===== config.mk =====
export PLATFORM = sky130hd
export DESIGN_NAME = rtc_calendar
export DESIGN_NICKNAME = d
export VERILOG_FILES = /design/src/rtl/rtc_pkg.sv /design/src/rtl/rtc_subsec.sv /design/src/rtl/rtc_cal_step.sv /design/src/rtl/rtc_calendar.sv
export SDC_FILE = /design/constraint.sdc
export NUM_CORES = 1
export LEC_CHECK = 0
export BUFFER_PORTS_ARGS = -buffer_cell sky130_fd_sc_hd__buf_4
export CAP_MARGIN = 10
export CORE_MARGIN = 5
export CORE_UTILIZATION = 30
export DETAILED_ROUTE_END_ITERATION = 10
export MAX_ROUTING_LAYER = met4
export PLACE_DENSITY = 0.47
export RECOVER_POWER = 25
export SETUP_SLACK_MARGIN = 0.2
export SYNTH_ARGS = -nofsm -noshare
export SYNTH_HDL_FRONTEND = slang
export SYNTH_HIERARCHICAL = 1
export SYNTH_SLANG_ARGS = --single-unit

===== constraint.sdc =====
create_clock -name clk -period 3.1 [get_ports clk]
set_input_delay 0.155 -clock clk [delete_from_list [all_inputs] [get_ports clk]]
set_output_delay 0.155 -clock clk [all_outputs]
set_load 0.005 [all_outputs]

===== src/rtl/rtc_pkg.sv =====
package rtc_pkg;

    typedef struct packed {
        logic [7:0] yr_hi;
        logic [7:0] yr_lo;
        logic [7:0] mon;
        logic [7:0] day;
        logic [7:0] wday;
        logic [7:0] hr;
        logic [7:0] min;
        logic [7:0] sec;
    } cal_t;

    typedef enum logic [1:0] {
        ST_STOP,
        ST_RUN,
        ST_CARRY,
        ST_ADJ
    } rtc_state_e;

    localparam logic [3:0] OFS_SUB  = 4'd0;
    localparam logic [3:0] OFS_SEC  = 4'd1;
    localparam logic [3:0] OFS_MIN  = 4'd2;
    localparam logic [3:0] OFS_HR   = 4'd3;
    localparam logic [3:0] OFS_WDAY = 4'd4;
    localparam logic [3:0] OFS_DAY  = 4'd5;
    localparam logic [3:0] OFS_MON  = 4'd6;
    localparam logic [3:0] OFS_YRLO = 4'd7;
    localparam logic [3:0] OFS_YRHI = 4'd8;
    localparam logic [3:0] OFS_CTL1 = 4'd14;
    localparam logic [3:0] OFS_CTL2 = 4'd15;

    function automatic logic [7:0] bcd_inc(input logic [7:0] v);
        if (v[3:0] == 4'd9) return {v[7:4] + 4'd1, 4'd0};
        else                return {v[7:4], v[3:0] + 4'd1};
    endfunction

    // Two BCD digits divisible by 4: even tens with 0/4/8, odd tens with 2/6
    function automatic logic is_leap(input logic [7:0] y);
        if (!y[4]) return (y[3:0] == 4'd0) || (y[3:0] == 4'd4) || (y[3:0] == 4'd8);
        else       return (y[3:0] == 4'd2) || (y[3:0] == 4'd6);
    endfunction

    function automatic logic [7:0] month_last(input logic [7:0] m, input logic [7:0] y);
        case (m)
            8'h02:                      return is_leap(y) ? 8'h29 : 8'h28;
            8'h04, 8'h06, 8'h09, 8'h11: return 8'h30;
            default:                    return 8'h31;
        endcase
    endfunction

endpackage


===== src/rtl/rtc_subsec.sv =====
module rtc_subsec #(
    parameter int TICKS_PER_SEC = 128
) (
    input  logic clk,
    input  logic rst_n,
    input  logic clr,
    input  logic adv,
    output logic [7:0] cnt_byte,
    output logic at_max
);
    localparam int SUB_W = (TICKS_PER_SEC > 2) ? $clog2(TICKS_PER_SEC) : 1;
    localparam logic [SUB_W-1:0] CNT_MAX = SUB_W'(TICKS_PER_SEC - 1);

    logic [SUB_W-1:0] cnt_q;

    always_ff @(posedge clk) begin
        if (!rst_n || clr)  cnt_q <= '0;
        else if (adv)       cnt_q <= (cnt_q == CNT_MAX) ? '0 : cnt_q + 1'b1;
    end

    assign at_max   = (cnt_q == CNT_MAX);
    assign cnt_byte = 8'(cnt_q);
endmodule


===== src/rtl/rtc_cal_step.sv =====
module rtc_cal_step
    import rtc_pkg::*;
#(
    parameter bit FOUR_DIGIT_YEAR = 1'b1
) (
    input  cal_t cur,
    input  logic from_min,
    output cal_t nxt
);
    logic sec_w, min_w, hr_w, day_w, mon_w, yr_w;

    always_comb begin
        nxt   = cur;
        sec_w = from_min || (cur.sec == 8'h59);
        min_w = sec_w && (cur.min == 8'h59);
        hr_w  = min_w && (cur.hr == 8'h23);
        day_w = hr_w && (cur.day >= month_last(cur.mon, cur.yr_lo));
        mon_w = day_w && (cur.mon >= 8'h12);
        yr_w  = mon_w && (cur.yr_lo == 8'h99);

        nxt.sec = sec_w ? 8'h00 : bcd_inc(cur.sec);
        if (sec_w) nxt.min = min_w ? 8'h00 : bcd_inc(cur.min);
        if (min_w) nxt.hr  = hr_w  ? 8'h00 : bcd_inc(cur.hr);
        if (hr_w) begin
            nxt.day  = day_w ? 8'h01 : bcd_inc(cur.day);
            nxt.wday = (cur.wday >= 8'h06) ? 8'h00 : cur.wday + 8'h01;
        end
        if (day_w) nxt.mon   = mon_w ? 8'h01 : bcd_inc(cur.mon);
        if (mon_w) nxt.yr_lo = yr_w  ? 8'h00 : bcd_inc(cur.yr_lo);
        if (FOUR_DIGIT_YEAR && yr_w)
            nxt.yr_hi = (cur.yr_hi == 8'h99) ? 8'h00 : bcd_inc(cur.yr_hi);
    end
endmodule


===== src/rtl/rtc_calendar.sv =====
module rtc_calendar
    import rtc_pkg::*;
#(
    parameter int TICKS_PER_SEC   = 128,
    parameter bit FOUR_DIGIT_YEAR = 1'b1
) (
    input  logic       clk,
    input  logic       rst_n,
    input  logic       tick,
    input  logic       bus_rd,
    input  logic       bus_wr,
    input  logic [3:0] bus_addr,
    input  logic [7:0] bus_wdata,
    output logic [7:0] bus_rdata,
    output logic       carry_irq
);
    localparam logic [7:0] RST_CENTURY = FOUR_DIGIT_YEAR ? 8'h20 : 8'h00;

    rtc_state_e state_q, state_d;
    cal_t       cal_q, step_nxt;
    logic       cf_q, cie_q, en_q, adj_q, prst_q, start_q;
    logic       run, sub_at_max, wrap;
    logic [7:0] sub_byte;
    logic       sub_adv, sub_clr, step_go, step_from_min, adj_zero, set_cf, clr_adj;
    logic       wr_ctl1, wr_ctl2, wr_cnt;

    assign run     = start_q && en_q && !prst_q;
    assign wr_ctl1 = bus_wr && (bus_addr == OFS_CTL1);
    assign wr_ctl2 = bus_wr && (bus_addr == OFS_CTL2);
    assign wr_cnt  = bus_wr && !start_q;
    assign wrap    = sub_adv && sub_at_max;

    rtc_subsec #(.TICKS_PER_SEC(TICKS_PER_SEC)) u_subsec (
        .clk      (clk),
        .rst_n    (rst_n),
        .clr      (sub_clr),
        .adv      (sub_adv),
        .cnt_byte (sub_byte),
        .at_max   (sub_at_max)
    );

    rtc_cal_step #(.FOUR_DIGIT_YEAR(FOUR_DIGIT_YEAR)) u_step (
        .cur      (cal_q),
        .from_min (step_from_min),
        .nxt      (step_nxt)
    );

    // State register
    always_ff @(posedge clk) begin
        if (!rst_n) state_q <= ST_STOP;
        else        state_q <= state_d;
    end

    // Next state and per-state controls
    always_comb begin
        state_d       = state_q;
        sub_adv       = 1'b0;
        sub_clr       = prst_q;
        step_go       = 1'b0;
        step_from_min = 1'b0;
        adj_zero      = 1'b0;
        set_cf        = 1'b0;
        clr_adj       = 1'b0;
        unique case (state_q)
            ST_STOP: begin
                if (adj_q)    state_d = ST_ADJ;
                else if (run) state_d = ST_RUN;
            end
            ST_RUN: begin
                sub_adv = tick && run && !adj_q;
                if (adj_q)     state_d = ST_ADJ;
                else if (!run) state_d = ST_STOP;
                else if (wrap) state_d = ST_CARRY;
            end
            ST_CARRY: begin
                step_go = 1'b1;
                set_cf  = 1'b1;
                state_d = run ? ST_RUN : ST_STOP;
            end
            ST_ADJ: begin
                sub_clr       = 1'b1;
                clr_adj       = 1'b1;
                step_go       = (cal_q.sec >= 8'h30);
                step_from_min = 1'b1;
                adj_zero      = (cal_q.sec < 8'h30);
                state_d       = run ? ST_RUN : ST_STOP;
            end
        endcase
    end

    // Calendar fields
    always_ff @(posedge clk) begin
        if (!rst_n) begin
            cal_q       <= '0;
            cal_q.day   <= 8'h01;
            cal_q.mon   <= 8'h01;
            cal_q.yr_hi <= RST_CENTURY;
        end else if (step_go) begin
            cal_q <= step_nxt;
        end else if (adj_zero) begin
            cal_q.sec <= 8'h00;
        end else if (wr_cnt) begin
            case (bus_addr)
                OFS_SEC:  cal_q.sec   <= bus_wdata;
                OFS_MIN:  cal_q.min   <= bus_wdata;
                OFS_HR:   cal_q.hr    <= bus_wdata;
                OFS_WDAY: cal_q.wday  <= bus_wdata;
                OFS_DAY:  cal_q.day   <= bus_wdata;
                OFS_MON:  cal_q.mon   <= bus_wdata;
                OFS_YRLO: cal_q.yr_lo <= bus_wdata;
                OFS_YRHI: if (FOUR_DIGIT_YEAR) cal_q.yr_hi <= bus_wdata;
                default: ;
            endcase
        end
    end

    // Control registers
    always_ff @(posedge clk) begin
        if (!rst_n) begin
            cf_q    <= 1'b0;
            cie_q   <= 1'b0;
            en_q    <= 1'b0;
            adj_q   <= 1'b0;
            prst_q  <= 1'b0;
            start_q <= 1'b0;
        end else begin
            if (set_cf)                        cf_q <= 1'b1;
            else if (wr_ctl1 && !bus_wdata[7]) cf_q <= 1'b0;
            if (wr_ctl1) cie_q <= bus_wdata[4];
            if (wr_ctl2) begin
                en_q    <= bus_wdata[3];
                adj_q   <= bus_wdata[2];
                prst_q  <= bus_wdata[1];
                start_q <= bus_wdata[0];
            end else if (clr_adj) begin
                adj_q <= 1'b0;
            end
        end
    end

    // Read mux
    always_comb begin
        bus_rdata = 8'h00;
        if (bus_rd) begin
            case (bus_addr)
                OFS_SUB:  bus_rdata = sub_byte;
                OFS_SEC:  bus_rdata = cal_q.sec;
                OFS_MIN:  bus_rdata = cal_q.min;
                OFS_HR:   bus_rdata = cal_q.hr;
                OFS_WDAY: bus_rdata = cal_q.wday;
                OFS_DAY:  bus_rdata = cal_q.day;
                OFS_MON:  bus_rdata = cal_q.mon;
                OFS_YRLO: bus_rdata = cal_q.yr_lo;
                OFS_YRHI: bus_rdata = FOUR_DIGIT_YEAR ? cal_q.yr_hi : 8'h00;
                OFS_CTL1: bus_rdata = {cf_q, 2'b00, cie_q, 4'b0000};
                OFS_CTL2: bus_rdata = {4'b0000, en_q, adj_q, prst_q, start_q};
                default:  bus_rdata = 8'h00;
            endcase
        end
    end

    assign carry_irq = cf_q && cie_q;
endmodule


==> impl_metrics.csv, run 1 <==
group,metric,value,unit
status,outcome,"complete, but fails checks",
status,violations,"capacitance limit, slew limit, setup timing",
clock_network,cts_hold_buf,0,
placed_design,port_buffers,25,
sta,slew_violations,35,
global_routing,grt-ovfl-total,0,
worst_setup_path,r2r-end,"cal_q[41]",
hold_path,hold_end,"adj_q",
synthesis,synth_warnings,6,
synthesis,synthFlopType,"dfxtp_1",
cells_and_area,drive_above_1_share,22.7,%
routing,dr.first_iter.drc_count,535,
sta,setup_violations,27,
global_routing,grt_antenna_before_repair,0,
worst_setup_path,crit_type,"register to register",
power,total_power,2.55,mW
clock_network,cts_tree,"yes",
routing,final_antenna_net_count,0,
floorplanning,core_area,21200,sq um
global_routing,grt_usage,21.0,%
global_routing,grt_pass1_wl,38600,microns
global_routing,grt_pass1_vias,6322,
routing,drt-total-wl,25100,microns
clock_network,clockBufferDepth,2,
floorplanning,dieWidth,157,microns
synthesis,synthArstFlopShare,0,%
routing,via_per_inst,5.80,
worst_setup_path,rrSetupSlack,-0.12,ns
sta,skew,0.0153,ns
hold_path,holdCritPathClass,"input port to register",
worst_setup_path,startpoint,"cal_q[45]",
sta,worst_pin_slew,1.64,ns
sta,rsz0062_at_grt,"yes",
synthesis,synth_edf_count,0,
power,power_density,322,nW/um^2
worst_setup_path,cp_data_arrival_time,3.48,ns
sta,hold_slack,0.143,ns
sta,fin_crit,3.22,ns
routing,drc_errors,0,
cells_and_area,area.growth.synth_to_final,22.5,%
floorplanning,row_count,53,
worst_setup_path,startpoint_type,"register",
placed_design,place.gp.congestion,0.961,
synthesis,synth_nets,870,
worst_setup_path,rr_startpoint,"cal_q[45]",
synthesis,yosys_register_bits,79,
clock_network,cts_num_sinks,79,
flow_run,maxCapViolations,1,
routing,dr_total_vias,6746,
clock_network,clkTransAtPathRegs,0.07,ns
sta,final-hold-violation-count,0,
clock_network,cts_made_buffers,9,
synthesis,syn_avg_cell_area,7.84,sq um
floorplanning,die_height,157,microns
worst_setup_path,reg2reg_depth,17,
power,ir_drop,278,uV
clock_network,clock_latency,0.36,ns
global_routing,grt_max_degree,42,
sta,fmax,310,MHz
placed_design,hpwl,17400,microns
placed_design,dpl.cell_count,1133,
power,p_leak,3.02,nW
floorplanning,dieArea,24600,sq um
clock_network,h-tree-depth,3,
sta,relSlewSlack,-9.10,%
hold_path,min_from,"bus_wdata[2]",
sta,worst_slack,-0.125,ns
synthesis,ys_seq_area_share,24.4,%
worst_setup_path,required,3.36,ns
cells_and_area,final_nets,928,
worst_setup_path,critPathCaptureType,"register",
routing,dr.pass1.iters,5,
cells_and_area,instances_no_fill,1163,
worst_setup_path,cp_max_fo,3,
cells_and_area,insertedDiodeCount,0,
synthesis,syn_area,6470,sq um
routing,post_drt_wl_per_cell,21.6,microns
floorplanning,io_pins,26,
clock_network,root_buffer,"clkbuf_16",
hold_path,holdPathStages,3,
synthesis,ys_types,90,
floorplanning,initial_core_util,30.6,%
sta,timing.final.crit_share,104,%
synthesis,syn_inst,825,
cell families after synthesis:
group	count (synthesis)	synth area share, %
and+or+nand+nor	321	26.7
xor gates and xnor gates	16	2.17
adders and majority gates	28	5.41
muxes	51	8.35
AOI/OAI and AO/OA	244	26.5
other	1	0.0580
buffers and inverters	85	6.42
DFF	79	24.4
registers in the layout (all words and copies together), names as in the netlist:
signal and flops:
cal_q 64, u_subsec/cnt_q 7, state_q 2, adj_q 1, cf_q 1, cie_q 1, en_q 1, prst_q 1
start_q 1
how the worst max path moves through the flow:
stage / end / cells past startpoint
4_1_cts: cal_q[62] / 16
3_3_place_gp: cal_q[49] / 12
5_1_grt: cal_q[41] / 17
2_1_floorplan: cal_q[43] / 13
3_5_place_dp: cal_q[49] / 12
6_report: cal_q[41] / 17
layer usage:
| layer | global-route usage, % | vias to the layer above | wire (microns) |
|---|---|---|---|
| met3 | 4.29 | 39 | 1460 |
| met1 | 29.8 | 3305 | 12000 |
| met4 | 6.03 | 0 | 629 |
| li1 | - | 3203 | - |
| met2 | 30.2 | 199 | 11000 |
| met5 | - | - | 0 |
power breakdown:
part           internal (mW)  total [mW]  switching, mW
logic                  0.132       0.359          0.227
registers               1.04        1.07         0.0292
clock network          0.630        1.12          0.494
synthesized netlist by cell type (10+ instances only):
library cell / count / area (sq um)
and3_1: 11 / 68.8
nand2_1: 88 / 330
mux2_2: 14 / 158
xnor2_1: 11 / 96.3
nor3_1: 44 / 220
ha_1: 28 / 350
o31ai_1: 10 / 75.1
buf_2: 20 / 100
a21oi_1: 55 / 275
nand3_1: 25 / 125
a31oi_1: 13 / 81.3
a311oi_1: 24 / 210
nor2b_1: 16 / 100
mux2i_1: 36 / 360
o21ai_0: 61 / 305
inv_1: 26 / 97.6
clkbuf_1: 23 / 86.3
dfxtp_1: 79 / 1580
and2_1: 12 / 75.1
nand4_1: 14 / 87.6
nor2_1: 53 / 199
what timing repair did:
item | in CTS | in global routing
pin swaps | 44 | 27
cloned | 3 | 0
setup buffers | 10 | 1
hold endpoints to repair | 0 | 0
setup endpoints to repair | 32 | 32
resized for setup | 44 | 18
cells in the final DEF, fill, tap and decap left out, types with 11 or more instances in the layout:
cell and count:
nand3_1 21, ha_1 26, a21oi_1 55, nand2_1 83
nor3_1 44, o21ai_1 13, inv_1 25, buf_4 86
nand4_1 14, a311oi_1 22, o21ai_0 45, nor2_1 49
a31oi_1 11, nor2b_1 16, xnor2_1 11, dfxtp_1 76
mux2i_1 36
critical path: stages, from the launching register on:
cell and delay, ns:
dfxtp_2 0.32, inv_2 0.09, buf_6 0.10, ha_4 0.11
mux2i_1 0.06, o22ai_1 0.15, o311ai_1 0.13, ha_1 0.31
or4b_4 0.50, a221oi_4 0.30, buf_6 0.15, buf_12 0.11
buf_6 0.09, a2111oi_2 0.06, mux2i_1 0.17, nor2_1 0.11
nand2_1 0.07, a311oi_2 0.28
cell type report:
cell class                 instances  area, sq um
fill                            2206        13200
multi-input combinational        662         4720
sequential                        79         1590
timing repair buffer             104          877
tap                              275          344
clock buffer                      10          229
inverter                          27          101
clock inverter                     6         68.8
per-stage QoR:
step	setup slack (ns)	cell area (sq um)	util (%)	TNS [ns]
global route	-0.305	7930	37.5	-7.12
CTS	-0.0376	7860	37.1	-0.280
finish	-0.125	7930	37.5	-1.64
global placement	-0.104	7240	34.2	-0.761
floorplan	0.0295	6530	-	0
detailed placement	-0.176	7240	34.2	-2.38
Note: power is estimated with default switching activity, not from simulation.
==> run 2: changes to the inputs <==
Settings changed: CORE_UTILIZATION 30 to 55, PLACE_DENSITY 0.47 to 0.76, SETUP_SLACK_MARGIN 0.2 to not set.
==> run 2 against run 1 <==
Compared with the run above:
- the run still ends with capacitance limit, slew limit, setup timing left
- clock power about the same
- clock skew is 0.0021 ns lower
- non-clock buffer count shrank 27
- register-to-register slack got worse by 0.04 ns
- sequential power barely moved
- highest routed layer unchanged
==> impl_metrics.csv, run 2 (synthesis results as in run 1) <==
group,metric,value,unit
status,outcome,"complete, but fails checks",
status,violations,"capacitance limit, slew limit, setup timing",
cells_and_area,most-common-layout-cells,"nand2_1, dfxtp_1, buf_4",
floorplanning,initial_core_util,56.4,%
worst_setup_path,crit_family,"compound AO/OA/AOI/OAI gates",
power,total_power,2.53,mW
clock_network,clockBufferDepth,2,
cells_and_area,utilization,67.1,%
sta,setup_violations,28,
sta,rsz0062_at_grt,"yes",
cells_and_area,largest_register_ffs,64,
cells_and_area,insertedDiodeCount,0,
routing,dr_total_vias,6938,
flow_run,maxCapViolations,1,
sta,final-hold-violation-count,0,
routing,via_per_inst,6.92,
worst_setup_path,crit_top_cell,"buf_6",
sta,timing.final.crit_share,105,%
clock_network,cts_tree,"yes",
floorplanning,die_height,118,microns
worst_setup_path,r2r-end,"cal_q[45]",
cells_and_area,drive_above_1_share,22.7,%
worst_setup_path,cp_data_arrival_time,3.52,ns
cells_and_area,final_common_cell,"nand2_1",
floorplanning,dieWidth,118,microns
worst_setup_path,slowest_stage,"or4b_4",
cells_and_area,area.growth.synth_to_final,18.9,%
sta,skew,0.0132,ns
worst_setup_path,max_stage_delay,0.53,ns
clock_network,h-tree-depth,3,
sta,fmax,306,MHz
routing,dr.first_iter.drc_count,874,
clock_network,root_buffer,"clkbuf_16",
power,ir_drop,349,uV
floorplanning,core_area,11500,sq um
worst_setup_path,endpoint,"cal_q[45]",
clock_network,cts_num_sinks,79,
worst_setup_path,rrSetupSlack,-0.17,ns
placed_design,port_buffers,25,
global_routing,grt_usage,30.8,%
sta,relSlewSlack,-8.60,%
worst_setup_path,cp.depth,14,
hold_path,holdCritPathClass,"input port to register",
worst_setup_path,rr_startpoint,"cal_q[44]",
global_routing,grt_pass1_wl,33900,microns
power,power_density,329,nW/um^2
power,p_leak,2.93,nW
routing,dr.pass1.iters,5,
routing,drt-total-wl,22400,microns
worst_setup_path,path_cells,"buf_6 > ha_4 > mux2i_1 > o22ai_1 > o311ai_1 > ha_1 > or4b_4 > a221oi_4 > buf_12 > a211oi_4 > buf_6 > o21ai_2 > nand2_1 > a311oi_1",
routing,drc_errors,0,
cells_and_area,top_regs,"cal_q (64), u_subsec/cnt_q (7), state_q (2)",
global_routing,grt_max_degree,36,
worst_setup_path,startpoint,"cal_q[44]",
global_routing,grt_antenna_before_repair,0,
placed_design,place_area,6890,sq um
floorplanning,row_count,39,
worst_setup_path,cp_num_buf_inv,3,
clock_network,clock_latency,0.36,ns
worst_setup_path,critPathCaptureType,"register",
global_routing,grt-ovfl-total,0,
floorplanning,dieArea,14000,sq um
routing,final_antenna_net_count,0,
routing,post_drt_wl_per_cell,22.3,microns
cells_and_area,regMostFlops,"cal_q",
global_routing,grt_pass1_vias,6170,
cells_and_area,final_nets,900,
sta,worst_pin_slew,1.63,ns
sta,slew_violations,32,
clock_network,cts_made_buffers,9,
worst_setup_path,cp_max_fo,8,
sta,worst_slack,-0.168,ns
cells_and_area,fill_cells,921,
sta,fin_crit,3.27,ns
placed_design,hpwl,15400,microns
worst_setup_path,required,3.35,ns
worst_setup_path,reg2reg_depth,14,
worst_setup_path,startpoint_type,"register",
placed_design,place.gp.congestion,1.03,
cells_and_area,stdcell_area,7690,sq um
clock_network,clkTransAtPathRegs,0.06,ns
floorplanning,io_pins,26,
worst_setup_path,crit_type,"register to register",
==> run 2: through the flow <==
step	std cells	TNS, ns	hold slack, ns	setup slack (ns)
2_1_floorplan	825	0	0.291	0.00831
3_3_place_gp	976	-0.0132	0.460	-0.00762
3_5_place_dp	976	-2.01	0.483	-0.145
4_1_cts	998	-0.0806	0.117	-0.0201
5_1_grt	1002	-5.32	0.125	-0.242
6_report	1002	-2.54	0.124	-0.168
==> run 2: layout make-up <==
cell class	instances	area (sq um)	share of cell area, %
timing repair buffer	77	659	8.57
tap	143	179	2.33
clock inverter	3	42.5	0.553
sequential	79	1590	20.7
clock buffer	12	256	3.33
inverter	27	106	1.38
multi-input combinational	661	4860	63.2
==> run 2: how the worst min path moves through the flow <==
stage                  from  endpoint  slack (ns)  cells after the start
2_1_floorplan  bus_wdata[2]     adj_q        0.29                      2
3_3_place_gp   bus_wdata[3]      en_q        0.46                      3
3_5_place_dp   bus_wdata[3]      en_q        0.48                      3
4_1_cts        bus_wdata[3]      en_q        0.12                      3
5_1_grt        bus_wdata[3]      en_q        0.13                      3
6_report       bus_wdata[3]      en_q        0.12                      3
==> run 2: layer usage <==
| metal | vias up | track usage, % | routed length, microns |
|---|---|---|---|
| met5 | - | - | 0 |
| met4 | 0 | 12.5 | 811 |
| met3 | 68 | 5.44 | 2100 |
| met2 | 378 | 46.1 | 10100 |
| met1 | 3338 | 41.1 | 9320 |
| li1 | 3154 | - | - |
==> run 2: what timing repair did <==
| item | CTS | global route |
|---|---|---|
| setup buffers | 6 | 4 |
| hold buffers | 0 | 0 |
| cloned | 1 | 1 |
| gates resized for setup | 37 | 66 |
| pin swaps | 21 | 56 |
| endpoints found under the setup margin | 29 | 32 |
==> run 2: report_power, final <==
part	total (mW)	switching (mW)	leakage, nW	internal [mW]
Combinational	0.341	0.212	2.15	0.129
Sequential	1.08	0.0381	0.641	1.04
Clock	1.11	0.450	0.145	0.662
==> run 2: worst min-delay path: stages <==
cell	delay [ns]
buf_4	0.13
mux2i_1	0.07
nor2_1	0.08
==> run 3: changes to the inputs <==
--- a/config.mk
+++ b/config.mk
@@ -7,5 +7,5 @@
 export LEC_CHECK = 0
 export BUFFER_PORTS_ARGS = -buffer_cell sky130_fd_sc_hd__buf_4
-export CAP_MARGIN = 10
+export CAP_MARGIN = 20
 export CORE_MARGIN = 5
 export CORE_UTILIZATION = 55
@@ -13,5 +13,4 @@
 export MAX_ROUTING_LAYER = met4
 export PLACE_DENSITY = 0.76
-export RECOVER_POWER = 25
 export SYNTH_ARGS = -nofsm -noshare
 export SYNTH_HDL_FRONTEND = slang
==> constraint.sdc (replaced) <==
create_clock -name clk -period 3.1 [get_ports clk]
set_input_delay 0.155 -clock clk [delete_from_list [all_inputs] [get_ports clk]]
set_output_delay 0.155 -clock clk [all_outputs]
set_load 0.02 [all_outputs]
==> run 3 against run 2 <==
Compared with the run above:
- the flow finishes with violations (setup timing)
- final cell count unchanged
- clock skew fell by 0.0042 ns
- worst setup slack better by 0.013 ns
==> impl_metrics.csv, run 3 (synthesis results as in run 1) <==
group,metric,value,unit
routing,dr.first_iter.drc_count,809,
worst_setup_path,cp_data_arrival_time,3.51,ns
routing,via_per_inst,6.92,
floorplanning,core_area,11500,sq um
worst_setup_path,crit_family,"compound AO/OA/AOI/OAI gates",
global_routing,grt_usage,30.8,%
floorplanning,dieArea,14000,sq um
global_routing,grt_pass1_wl,33900,microns
cells_and_area,fill_cells,916,
routing,topRoutingLayerUsed,"met4",
floorplanning,io_pins,26,
clock_network,clock_latency,0.36,ns
power,power_density,328,nW/um^2
routing,wl_met3,2060,microns
clock_network,clockBufferDepth,2,
sta,skew,0.00903,ns
worst_setup_path,crit_type,"register to register",
clock_network,h-tree-depth,3,
cells_and_area,most-common-layout-cells,"nand2_1, dfxtp_1, buf_4",
routing,drc_errors,0,
routing,met1Wirelength,9250,microns
sta,rsz0062_at_grt,"yes",
worst_setup_path,max_stage_delay,0.53,ns
sta,relSlewSlack,46.7,%
status,violations,"setup timing",
hold_path,holdCritPathClass,"input port to register",
floorplanning,row_count,39,
power,total_power,2.52,mW
sta,setup_violations,28,
global_routing,grt_antenna_before_repair,0,
placed_design,hpwl,15400,microns
floorplanning,dieWidth,118,microns
floorplanning,initial_core_util,56.4,%
clock_network,clkTransAtPathRegs,0.06,ns
sta,final-hold-violation-count,0,
sta,hold_slack,0.138,ns
sta,worst_slack,-0.155,ns
status,outcome,"complete, but fails checks",
worst_setup_path,cp_max_fo,8,
sta,fin_crit,3.26,ns
cells_and_area,drive_above_1_share,23.1,%
cells_and_area,final_nets,900,
hold_path,holdPathStages,3,
worst_setup_path,crit_top_cell,"buf_6",
clock_network,cts_hold_buf,0,
routing,dr.pass1.iters,5,
power,ir_drop,348,uV
sta,worst_pin_slew,0.796,ns
routing,dr_total_vias,6931,
worst_setup_path,slowest_stage,"or4b_4",
routing,post_drt_wl_per_cell,22.3,microns
clock_network,cts_num_sinks,79,
worst_setup_path,cp_num_buf_inv,3,
cells_and_area,final_common_cell,"nand2_1",
cells_and_area,largest_register_ffs,64,
routing,drt-total-wl,22300,microns
global_routing,grt_max_degree,36,
placed_design,port_buffers,25,
clock_network,cts_made_buffers,9,
global_routing,grt-ovfl-total,0,
worst_setup_path,startpoint_type,"register",
placed_design,place.gp.congestion,1.03,
power,p_leak,2.94,nW
routing,wl_met2,10200,microns
worst_setup_path,cp.depth,14,
global_routing,grt_pass1_vias,6170,
routing,final_antenna_net_count,0,
cells_and_area,area.growth.synth_to_final,19.1,%
sta,fmax,307,MHz
clock_network,cts_tree,"yes",
cells_and_area,top_regs,"cal_q (64), u_subsec/cnt_q (7), state_q (2)",
worst_setup_path,path_cells,"buf_6 > ha_4 > mux2i_1 > o22ai_1 > o311ai_1 > ha_1 > or4b_4 > a221oi_4 > buf_12 > a211oi_4 > buf_6 > o21ai_2 > nand2_1 > a311oi_1",
clock_network,root_buffer,"clkbuf_16",
flow_run,maxCapViolations,0,
cells_and_area,regMostFlops,"cal_q",
sta,slew_violations,0,
floorplanning,die_height,118,microns
worst_setup_path,required,3.35,ns
cells_and_area,insertedDiodeCount,0,
worst_setup_path,reg2reg_depth,14,
worst_setup_path,critPathCaptureType,"register",
sta,timing.final.crit_share,105,%
run 3: final timing paths:
check / startpoint / slack, ns / end
min: bus_wdata[3] / 0.14 / en_q
min reg2reg: cf_q / 0.51 / cf_q
max: cal_q[44] / -0.16 / cal_q[45]
max reg2reg: cal_q[44] / -0.16 / cal_q[45]
run 3: per-stage QoR:
stage / std cells / worst slack [ns] / cell area (sq um) / setup TNS [ns] / utilization, %
4_1_cts: 998 / -0.0201 / 7410 / -0.0806 / 64.6
6_report: 1002 / -0.155 / 7700 / -2.21 / 67.2
3_3_place_gp: 976 / -0.00762 / 6890 / -0.0132 / 60.1
3_5_place_dp: 976 / -0.145 / 6890 / -2.01 / 60.1
5_1_grt: 1002 / -0.242 / 7700 / -5.32 / 67.2
2_1_floorplan: 825 / 0.00831 / 6530 / 0 / -
run 3: final cells by class:
cell class              count  area [sq um]  share of cell area (%)
multi-input cells         661          4860                    63.1
flip-flops and latches     79          1590                    20.6
repair buffers             77           667                    8.66
clock buffers              12           256                    3.33
well taps                 143           179                    2.32
inverters                  27           106                    1.38
clock inverters             3          42.5                   0.552
run 3: worst reg2reg max path: stages (launching register included):
cell      delay [ns]
dfxtp_4         0.36
buf_6           0.10
ha_4            0.13
mux2i_1         0.06
o22ai_1         0.18
o311ai_1        0.13
ha_1            0.31
or4b_4          0.53
a221oi_4        0.39
buf_12          0.17
a211oi_4        0.11
buf_6           0.22
o21ai_2         0.12
nand2_1         0.06
a311oi_1        0.28
run 3: timing repair:
item,CTS,global route
setup buffers,6,4
cloned,1,1
endpoints found under the setup margin,29,32
resized for setup,37,66
pin swaps,21,56
run 3: report_power, final:
group	switching, mW	internal [mW]	leakage [nW]
clock	0.442	0.662	0.145
combinational	0.216	0.129	2.16
sequential	0.0378	1.04	0.641
run 3: layer usage:
metal,vias to the layer above,GRT usage [%]
met2,378,46.1
met4,0,12.5
met5,-,-
met1,3326,41.1
li1,3166,-
met3,61,5.44
